$ cat config.mk
export PLATFORM = sky130hd
export DESIGN_NAME = hirq_top
export DESIGN_NICKNAME = d
export VERILOG_FILES = /design/src/rtl/hirq_pkg.sv /design/src/rtl/hirq_regfile.sv /design/src/rtl/hirq_fixed_src.sv /design/src/rtl/hirq_prog_src.sv /design/src/rtl/hirq_top.sv
export SDC_FILE = /design/constraint.sdc
export NUM_CORES = 1
export LEC_CHECK = 0
export BUFFER_PORTS_ARGS = -buffer_cell sky130_fd_sc_hd__buf_2
export CAP_MARGIN = 20
export CORE_MARGIN = 2
export CORE_UTILIZATION = 63
export CTS_CLUSTER_SIZE = 14
export DETAILED_ROUTE_END_ITERATION = 8
export PLACE_DENSITY = 0.79
export SLEW_MARGIN = 0
export SYNTH_ARGS = -nofsm -noshare
export SYNTH_HDL_FRONTEND = slang
export SYNTH_SLANG_ARGS = --single-unit
$ cat constraint.sdc
create_clock -name clk -period 2.47 [get_ports clk]
set_input_delay 0.1235 -clock clk [delete_from_list [all_inputs] [get_ports clk]]
set_output_delay 0.1235 -clock clk [all_outputs]
set_load 0.03 [all_outputs]
$ cat src/rtl/hirq_pkg.sv
package hirq_pkg;
    localparam int ADDR_W = 5;
    localparam int DATA_W = 8;
    localparam int NREG   = 1 << ADDR_W;
    localparam int NSTAT  = 3;

    localparam logic [ADDR_W-1:0] ADR_MODE  = 5'h0A;
    localparam logic [ADDR_W-1:0] ADR_WATCH = 5'h0C;
    localparam logic [ADDR_W-1:0] ADR_MASK  = 5'h0D;
    localparam logic [ADDR_W-1:0] ADR_ENA   = 5'h1E;
    localparam logic [ADDR_W-1:0] ADR_STAT  = 5'h1F;

    localparam int BIT_EN1  = 2;
    localparam int BIT_EN2  = 5;
    localparam int BIT_ALLM = 5;
    localparam int BIT_PEN  = 6;
    localparam int BIT_EDGE = 7;

    typedef logic [DATA_W-1:0] byte_t;

    typedef struct packed {
        logic              all_mode;
        logic              prog_en;
        logic              edge_mode;
        logic [1:0]        src_en;
        logic [ADDR_W-1:0] watch;
        byte_t             mask;
    } ctl_t;

    function automatic logic mask_match(input byte_t val, input byte_t msk,
                                        input logic all_mode);
        if (all_mode) return (val & msk) == msk;
        return |(val & msk);
    endfunction
endpackage

$ cat src/rtl/hirq_regfile.sv
module hirq_regfile
    import hirq_pkg::*;
(
    input  logic                         clk,
    input  logic                         rst,
    input  logic                         we,
    input  logic [ADDR_W-1:0]            addr,
    input  byte_t                        wdata,
    output logic [NREG-1:0][DATA_W-1:0]  regs,
    output ctl_t                         ctl
);
    for (genvar g = 0; g < NREG; g++) begin : g_reg
        always_ff @(posedge clk) begin
            if (rst)
                regs[g] <= '0;
            else if (we && addr == ADDR_W'(g))
                regs[g] <= wdata;
        end
    end

    always_comb begin
        ctl.all_mode  = regs[ADR_MODE][BIT_ALLM];
        ctl.prog_en   = regs[ADR_MODE][BIT_PEN];
        ctl.edge_mode = regs[ADR_MODE][BIT_EDGE];
        ctl.src_en    = {regs[ADR_ENA][BIT_EN2], regs[ADR_ENA][BIT_EN1]};
        ctl.watch     = regs[ADR_WATCH][ADDR_W-1:0];
        ctl.mask      = regs[ADR_MASK];
    end

    a_r2_write_lands: assert property (@(posedge clk) disable iff (rst)
        (we && addr != ADR_STAT) |=> regs[$past(addr)] == $past(wdata));
endmodule

$ cat src/rtl/hirq_fixed_src.sv
module hirq_fixed_src (
    input  logic clk,
    input  logic rst,
    input  logic flag,
    input  logic en,
    input  logic clr,
    output logic stat
);
    logic flag_q;
    logic event_hit;

    assign event_hit = flag && !flag_q && en;

    always_ff @(posedge clk) begin
        if (rst) begin
            flag_q <= 1'b0;
            stat   <= 1'b0;
        end else begin
            flag_q <= flag;
            if (event_hit)
                stat <= 1'b1;
            else if (clr)
                stat <= 1'b0;
        end
    end

    a_r3_set_on_rise: assert property (@(posedge clk) disable iff (rst)
        (flag && !flag_q && en) |=> stat);
    a_r5_quiet_when_off: assert property (@(posedge clk) disable iff (rst)
        (!stat && !en) |=> !stat);
    a_r6_clear_takes: assert property (@(posedge clk) disable iff (rst)
        (clr && !(flag && !flag_q && en)) |=> !stat);
endmodule

$ cat src/rtl/hirq_prog_src.sv
module hirq_prog_src
    import hirq_pkg::*;
(
    input  logic  clk,
    input  logic  rst,
    input  ctl_t  ctl,
    input  byte_t watched,
    input  logic  clr,
    output logic  stat
);
    logic cond;
    logic cond_q;

    assign cond = ctl.prog_en && mask_match(watched, ctl.mask, ctl.all_mode);

    always_ff @(posedge clk) begin
        if (rst) begin
            cond_q <= 1'b0;
            stat   <= 1'b0;
        end else begin
            cond_q <= cond;
            if (!ctl.edge_mode)
                stat <= cond;
            else if (cond && !cond_q)
                stat <= 1'b1;
            else if (clr)
                stat <= 1'b0;
        end
    end

    a_r7_disabled_level: assert property (@(posedge clk) disable iff (rst)
        (!ctl.prog_en && !ctl.edge_mode) |=> !stat);
    a_r11_edge_sets: assert property (@(posedge clk) disable iff (rst)
        (ctl.edge_mode && cond && !cond_q) |=> stat);
    a_r11_edge_holds: assert property (@(posedge clk) disable iff (rst)
        (ctl.edge_mode && stat && !clr) |=> stat);
endmodule

$ cat src/rtl/hirq_top.sv
module hirq_top
    import hirq_pkg::*;
(
    input  logic              clk,
    input  logic              rst,
    input  logic              host_we,
    input  logic [ADDR_W-1:0] host_addr,
    input  logic [DATA_W-1:0] host_wdata,
    output logic [DATA_W-1:0] host_rdata,
    input  logic              buf1_ready,
    input  logic              buf2_ready,
    output logic              irq
);
    logic [NREG-1:0][DATA_W-1:0] regs;
    ctl_t                        ctl;
    logic [NSTAT-1:0]            stat;
    logic [NSTAT-1:0]            clr;
    logic [1:0]                  flags;
    byte_t                       watched;

    function automatic byte_t view(input logic [ADDR_W-1:0] a,
                                   input logic [NREG-1:0][DATA_W-1:0] r,
                                   input logic [NSTAT-1:0] s);
        if (a == ADR_STAT) return byte_t'(s);
        return r[a];
    endfunction

    hirq_regfile u_regs (
        .clk(clk), .rst(rst), .we(host_we), .addr(host_addr),
        .wdata(host_wdata), .regs(regs), .ctl(ctl)
    );

    assign flags = {buf2_ready, buf1_ready};
    for (genvar i = 0; i < NSTAT; i++) begin : g_clr
        assign clr[i] = host_we && host_addr == ADR_STAT && !host_wdata[i];
    end

    for (genvar i = 0; i < 2; i++) begin : g_fixed
        hirq_fixed_src u_src (
            .clk(clk), .rst(rst), .flag(flags[i]), .en(ctl.src_en[i]),
            .clr(clr[i]), .stat(stat[i])
        );
    end

    assign watched = view(ctl.watch, regs, stat);

    hirq_prog_src u_prog (
        .clk(clk), .rst(rst), .ctl(ctl), .watched(watched),
        .clr(clr[2]), .stat(stat[2])
    );

    assign host_rdata = view(host_addr, regs, stat);
    assign irq        = |stat;

    a_r1_reset_quiet: assert property (@(posedge clk)
        rst |=> !irq);
    a_r12_irq_drop: assert property (@(posedge clk) disable iff (rst)
        (irq && clr == {NSTAT{1'b1}} && !ctl.edge_mode && !(|flags)) |=> !stat[0] && !stat[1]);
endmodule

After elaboration in Yosys (flattened, before gate mapping)
Cells that the tools add are included.
{"block": "word_totals", "out_inout_bits": 9, "reg_bits": 262, "in_bits": 18, "wordCells": 147}
{"block": "op_classes", "n_eq_ne": 34, "n_lt_le_gt_ge": 2, "bitwise_logic": 1, "n_mux": 20, "reduce_logical": 52}
{"op": "5-bit equality test, second input constant", "count": 17}
{"op": "8-bit binary-select mux with 5-bit select", "count": 2}
{"op": "8-bit 2-to-1 mux", "count": 6}
{"op": "1-bit logical AND", "count": 41}
{"op": "5-bit by 4-bit equality test with 1-bit output, second input constant", "count": 8}
{"op": "5-bit by 3-bit equality test with 1-bit output, second input constant", "count": 4}
{"op": "5-bit by 6-bit less-than comparator with 1-bit output, second input constant", "count": 2}
{"op": "1-bit 2-to-1 mux", "count": 12}
{"op": "5-bit by 2-bit equality test with 1-bit output, second input constant", "count": 2}
{"op": "8-bit bitwise AND", "count": 1}
{"op": "8-bit equality test", "count": 1}
{"op": "8-bit OR reduction", "count": 1}
{"op": "1-bit logical NOT", "count": 6}
{"op": "5-bit by 1-bit equality test with 1-bit output, second input constant", "count": 1}
{"op": "5-bit logical NOT", "count": 1}
{"op": "2-bit nonzero test", "count": 2}
{"op": "3-bit by 1-bit inequality test with 1-bit output, second input constant", "count": 1}
{"op": "3-bit OR reduction", "count": 1}

Logic depth before layout (Yosys ltp)
{"block": "logic_depth", "depth_word": 11, "ltp_mapped": 11, "mapped_depth_nobuf": 7}

Cells and area by module
A second synthesis with hierarchy kept.
{"block": "hier_totals", "hier_cells": 1311, "area_unflattened_um2": 14755.4}
{"module": "hirq_regfile", "instances": 1, "seq_area_each_um2": 5124.9, "area_each_um2": 10082.2, "cells_each": 903}
{"module": "hirq_top", "instances": 1, "seq_area_each_um2": 0.0, "area_each_um2": 4356.7, "cells_each": 371}
{"module": "hirq_prog_src", "instances": 1, "seq_area_each_um2": 40.0, "area_each_um2": 186.4, "cells_each": 25}
{"module": "hirq_fixed_src", "instances": 2, "seq_area_each_um2": 40.0, "area_each_um2": 65.1, "cells_each": 6}

Worst setup path before layout
No wires, ideal clock.
{"block": "synth_timing", "path_kind": "input to output", "startpoint": "input host_addr[0]", "endpoint": "output host_rdata[1]", "t_required_ns": 2.346, "slack_ns": 0.167, "arrival_ns": 2.180, "stages": 6, "path_cell_list": "buf_2 > buf_1 > mux4_2 > mux4_2 > mux2i_1 > a21oi_1"}
{"block": "synth_via", "elab_chain_len": 3, "word_cells_on_any_way": 5, "cone_classes": "eq/ne (1); mux (4)"}
{"item": "start, declared", "line_no": "hirq_top.sv:7", "source": "input logic [ADDR_W-1:0] host_addr,"}
{"item": "8-bit binary-select mux with 5-bit select / 5-bit equality test (equally long branches)", "line_no": "hirq_top.sv:25, hirq_top.sv:24"}
{"item": "8-bit 2-to-1 mux (not written as such) / 1-bit 2-to-1 mux (equally long branches)", "line_no": "hirq_top.sv:25, hirq_top.sv:24"}
{"item": "8-bit 2-to-1 mux *", "line_no": "hirq_top.sv:25", "source": "return r[a];"}
{"item": "end, declared", "line_no": "hirq_top.sv:9", "source": "output logic [DATA_W-1:0] host_rdata,"}
Every way passes the cells marked *; elsewhere a longest branch is shown, timed or not. The select of a mux whose other input is x is not followed.

Worst setup path in the final report
{"block": "layout_timing", "startpoint": "register u_regs.regs, in the netlist u_regs.ctl[9]", "endpoint": "register u_prog.stat"}
{"block": "layout_via", "elab_chain_len": 11, "word_cells_on_any_way": 15, "cone_classes": "eq/ne (3); mux (8); bitwise (1); reduce/logical (3)"}
{"item": "start, declared", "line_no": "hirq_regfile.sv:9", "source": "output logic [NREG-1:0][DATA_W-1:0] regs,"}
{"item": "start signal, assigned by index", "line_no": "hirq_regfile.sv:17", "source": "regs[g] <= wdata;"}
{"item": "8-bit binary-select mux with 5-bit select / 5-bit equality test (equally long branches)", "line_no": "hirq_top.sv:25, hirq_top.sv:24"}
{"item": "8-bit 2-to-1 mux (not written as such) / 1-bit 2-to-1 mux (equally long branches)", "line_no": "hirq_top.sv:25, hirq_top.sv:24"}
{"item": "8-bit 2-to-1 mux *", "line_no": "hirq_top.sv:25"}
{"item": "8-bit bitwise AND *", "line_no": "hirq_pkg.sv:32, hirq_pkg.sv:33"}
{"item": "8-bit equality test", "line_no": "hirq_pkg.sv:32", "source": "if (all_mode) return (val & msk) == msk;"}
{"item": "1-bit 2-to-1 mux", "line_no": "hirq_pkg.sv:32"}
{"item": "1-bit 2-to-1 mux *", "line_no": "hirq_pkg.sv:33", "source": "return |(val & msk);"}
{"item": "1-bit logical AND *", "line_no": "hirq_prog_src.sv:14", "source": "assign cond = ctl.prog_en && mask_match(watched, ctl.mask, ctl.all_mode);"}
{"item": "1-bit logical AND", "line_no": "hirq_prog_src.sv:24", "source": "else if (cond && !cond_q)"}
{"item": "1-bit 2-to-1 mux", "line_no": "hirq_prog_src.sv:24"}
{"item": "1-bit 2-to-1 mux", "line_no": "hirq_prog_src.sv:22", "source": "if (!ctl.edge_mode)"}
{"item": "end signal, assigned", "line_no": "hirq_prog_src.sv:23", "source": "stat <= cond;"}
{"item": "end, declared", "line_no": "hirq_prog_src.sv:9", "source": "output logic stat"}
Marks and branches as above.
A chain may end at the register's enable or synchronous reset.

==> out/qor.txt <==
==============================================================================
Run status                                                        complete, but fails checks
Violated checks                                                   setup timing
Starting DRC count in detailed routing                                    1560
Max-cap violations                                                           0
Number of standard cells after synthesis                                  1398
Final hold vios                                                              0
Global-route wire length before repair                                68000 um
Cell variety after synth                                                    67
Worst Path Class, Setup                                           register to register
Required time reported for the critical path endpoint                  2940 ps
Maximum achievable frequency                                           391 MHz
Worst EP arrival                                                       3020 ps
Overall global routing resource usage                                    0.373
Rel. slew slack                                                          0.422
Area overhead of the layout relative to synthesis                        16.1%
Type of destination of the critical path                              register
Most frequent CP cell                                                    buf_4
Register area share after synthesis                                      0.374
Placer Congestion                                                        0.983
Final HPWL from detailed placement                                    30000 um
Startpoint type of the worst setup path                               register
Top fanout value on the critical path                                        4
Port Buf Inserts                                                            26
Syn Std Cell Area                                                  13900 sq um
Async SR Flop Fraction                                                       0
Largest incremental delay on the critical path                          440 ps
Insertion delay to the later sink of the worst-skew pair                560 ps
Global-route congestion overflow total                                       0
Maximum number of pins on one net before global-route repair                82
Cells taking the most area after synthesis                        dfxtp_1, mux4_2, mux2i_1, nor2_1, nand2_1
Maximum count of clock buffers along a single path                           3
Worst clock skew                                                       9.69 ps
Post-synth net total                                                      1416
RSZ-0062 raised after global routing                                       yes
Comb pwr share                                                           0.068
Core area                                                          21800 sq um
Number of levels the H-tree was split into                                   1
Switch Pwr                                                             2.19 mW
Number of nets in the layout                                              1461
Register bit total from synthesis                                          260
Die Span X                                                              153 um
First-pass DRT Iterations                                                    6
Dominant delay contributor by cell family on the critical path    compound AO/OA/AOI/OAI gates
Initial standard-cell utilization of the core                            0.640
Full die area                                                      23300 sq um
Crit path time final                                                   2560 ps
Cts bufs inserted                                                           28
CTS tree                                                                   yes
Setup TNS                                                              -212 ps
# DRC                                                                        0
Clock root buffer                                                    clkbuf_16
Most common cell after layout, fill and taps aside                     dfxtp_1
Final period utilization                                                  1.04
Mean post-synth cell area                                           9.96 sq um
Placed instance count                                                     1666
Class of the worst hold path                                      input port to register
Setup slack, reg-to-reg                                                 -90 ps
Fraction of power spent switching nets                                   0.233
Number of core rows                                                         54
Crit path buffers/inverters                                                  3
Total count of max-transition violations in the final report                 0
Share of post-route cells with drive strength above 1                    0.270
Reg clk slew, reported paths                                             60 ps
Die Height                                                              153 um
Max VDD drop                                                            561 uV
Yosys top cell by area                                                 dfxtp_1
Slowest cell on the critical path                                       nor4_1
Leakage                                                                5.69 nW
Io pins                                                                     27
Detail-routed via count per cell                                          6.95
Seq pwr share                                                            0.452
Wirelength per Cell                                                    25.6 um
Final Hold Slack                                                       62.1 ps
Ys flop type                                                           dfxtp_1
Antenna Cells                                                                0
Number of enable-type register cells in the synthesized netlist              0
Routed Wire Length                                                    44600 um
Most used cells in the layout excluding fill and tap cells        dfxtp_1, mux2i_1, nor2_1, nand2_1, mux4_2
Area share of the leading cell type in the synthesized netlist           0.374
Power per Cell Area                                                582 nW/um^2
Antenna violations before repair                                             1
Remaining antenna violation count after routing                              0
Number of global-route vias before repair                                11500
Overall via count from detail_route                                      12100
Post-route insts no fill                                                  1741
Clock group share of total power                                         0.481
Least-Margin Pin Slew                                                   867 ps
List of cells traversed by the critical path                      buf_6, buf_4, buf_4, mux4_2, nor2_1, nor4_1, nor3_2, o311ai_2, a41oi_2, o31ai_1
Synthesis Warnings                                                           0
Internal power component                                               7.21 mW
Fin worst setup slack                                                 -86.7 ps
Number of clock sinks                                                      260
Setup violation total in the final timing report                             5
==============================================================================
-- path summary, 6_finish.rpt --
kind / start / to / depth (start not counted)
min: host_we / u_regs.regs[195]$_SDFFE_PP0P_ / 4
max: u_regs.ctl[9]$_SDFFE_PP0P_ / u_prog.stat$_SDFFE_PP0P_ / 10
min reg2reg: u_regs.regs[254]$_SDFFE_PP0P_ / u_regs.regs[254]$_SDFFE_PP0P_ / 2
max reg2reg: u_regs.ctl[9]$_SDFFE_PP0P_ / u_prog.stat$_SDFFE_PP0P_ / 10
-- per-stage QoR --
step | total power [mW] | utilization | worst slack (ps) | cell area, sq um
finish | 9.41 | 0.743 | -86.7 | 16200
global route | 9.61 | 0.743 | -225 | 16200
CTS | 9.39 | 0.731 | -85.4 | 15900
detailed placement | 4.94 | 0.674 | -67.7 | 14700
global placement | 4.94 | 0.674 | -47.5 | 14700
floorplan | 4.74 | - | 167 | 13900
-- flip-flops by register name (all words and copies together), names as in the netlist --
signal,flops
u_regs.regs,236
u_regs.ctl,18
g_fixed.u_src.flag_q,2
g_fixed.u_src.stat,2
u_prog.cond_q,1
u_prog.stat,1
-- power by group through the flow --
stage / Combinational, mW / Sequential (mW) / Clock, mW
final: 0.636 / 4.25 / 4.52
after detailed placement: 0.595 / 4.35 / 0
after global placement: 0.590 / 4.35 / 0
after CTS: 0.614 / 4.25 / 4.53
after global routing: 0.666 / 4.25 / 4.70
after floorplan: 0.410 / 4.33 / 0
-- synthesized netlist by cell type (3+ instances only) --
| master | n |
|---|---|
| mux2i_1 | 189 |
| nand3b_1 | 3 |
| nor2_1 | 188 |
| mux4_2 | 116 |
| nor3_1 | 7 |
| mux2_2 | 19 |
| nor3_2 | 3 |
| nor2b_1 | 17 |
| o21ai_0 | 8 |
| buf_1 | 8 |
| o22ai_1 | 11 |
| dfxtp_1 | 260 |
| clkbuf_1 | 84 |
| nand4_1 | 7 |
| o2111ai_1 | 3 |
| a31oi_1 | 3 |
| and3_1 | 4 |
| nand3_1 | 98 |
| buf_4 | 8 |
| or4_1 | 4 |
| inv_1 | 8 |
| buf_2 | 20 |
| a22oi_1 | 5 |
| mux2_1 | 4 |
| a211oi_1 | 5 |
| o311ai_1 | 3 |
| buf_6 | 8 |
| a21oi_1 | 98 |
| nand2b_1 | 11 |
| nand2_1 | 145 |
| or2_2 | 3 |
-- final cells by class --
class / instances / area, sq um
clock buffers: 40 / 847
clock inverters: 8 / 146
fillers: 1496 / 5590
inverters: 11 / 48.8
multi-input cells: 995 / 8160
flip-flops and latches: 260 / 5250
well taps: 280 / 350
repair buffers: 147 / 1370
-- layer usage --
metal  GRT usage  routed length [um]
met5           0                  13
met4       0.142                1880
met3      0.0791                5690
met2       0.565               19900
met1       0.531               17100
-- cells by family (layout without fill, tap and decap cells) --
group,Yosys count,in the layout,share of synthesized area
and+or+nand+nor,506,506,0.162
muxes,328,328,0.342
AOI/OAI and AO/OA,161,161,0.0710
buffers and inverters,143,206,0.0511
DFF,260,260,0.374
-- worst reg2reg max path, cell delays in order (launching register included) --
cell	delay, ps
dfxtp_4	370
buf_6	120
buf_4	120
buf_4	150
mux4_2	320
nor2_1	40
nor4_1	440
nor3_2	130
o311ai_2	360
a41oi_2	180
o31ai_1	250
-- timing repair --
action | in CTS | in global routing
hold endpoints to repair | 4 | 0
buffers inserted | 11 | 15
pin swaps | 4 | 9
cloned | 1 | 1
hold buffers | 2 | 0
setup endpoints to repair | 10 | 9
gates resized for setup | 43 | 40
Note: power is estimated with default switching activity, not from simulation.
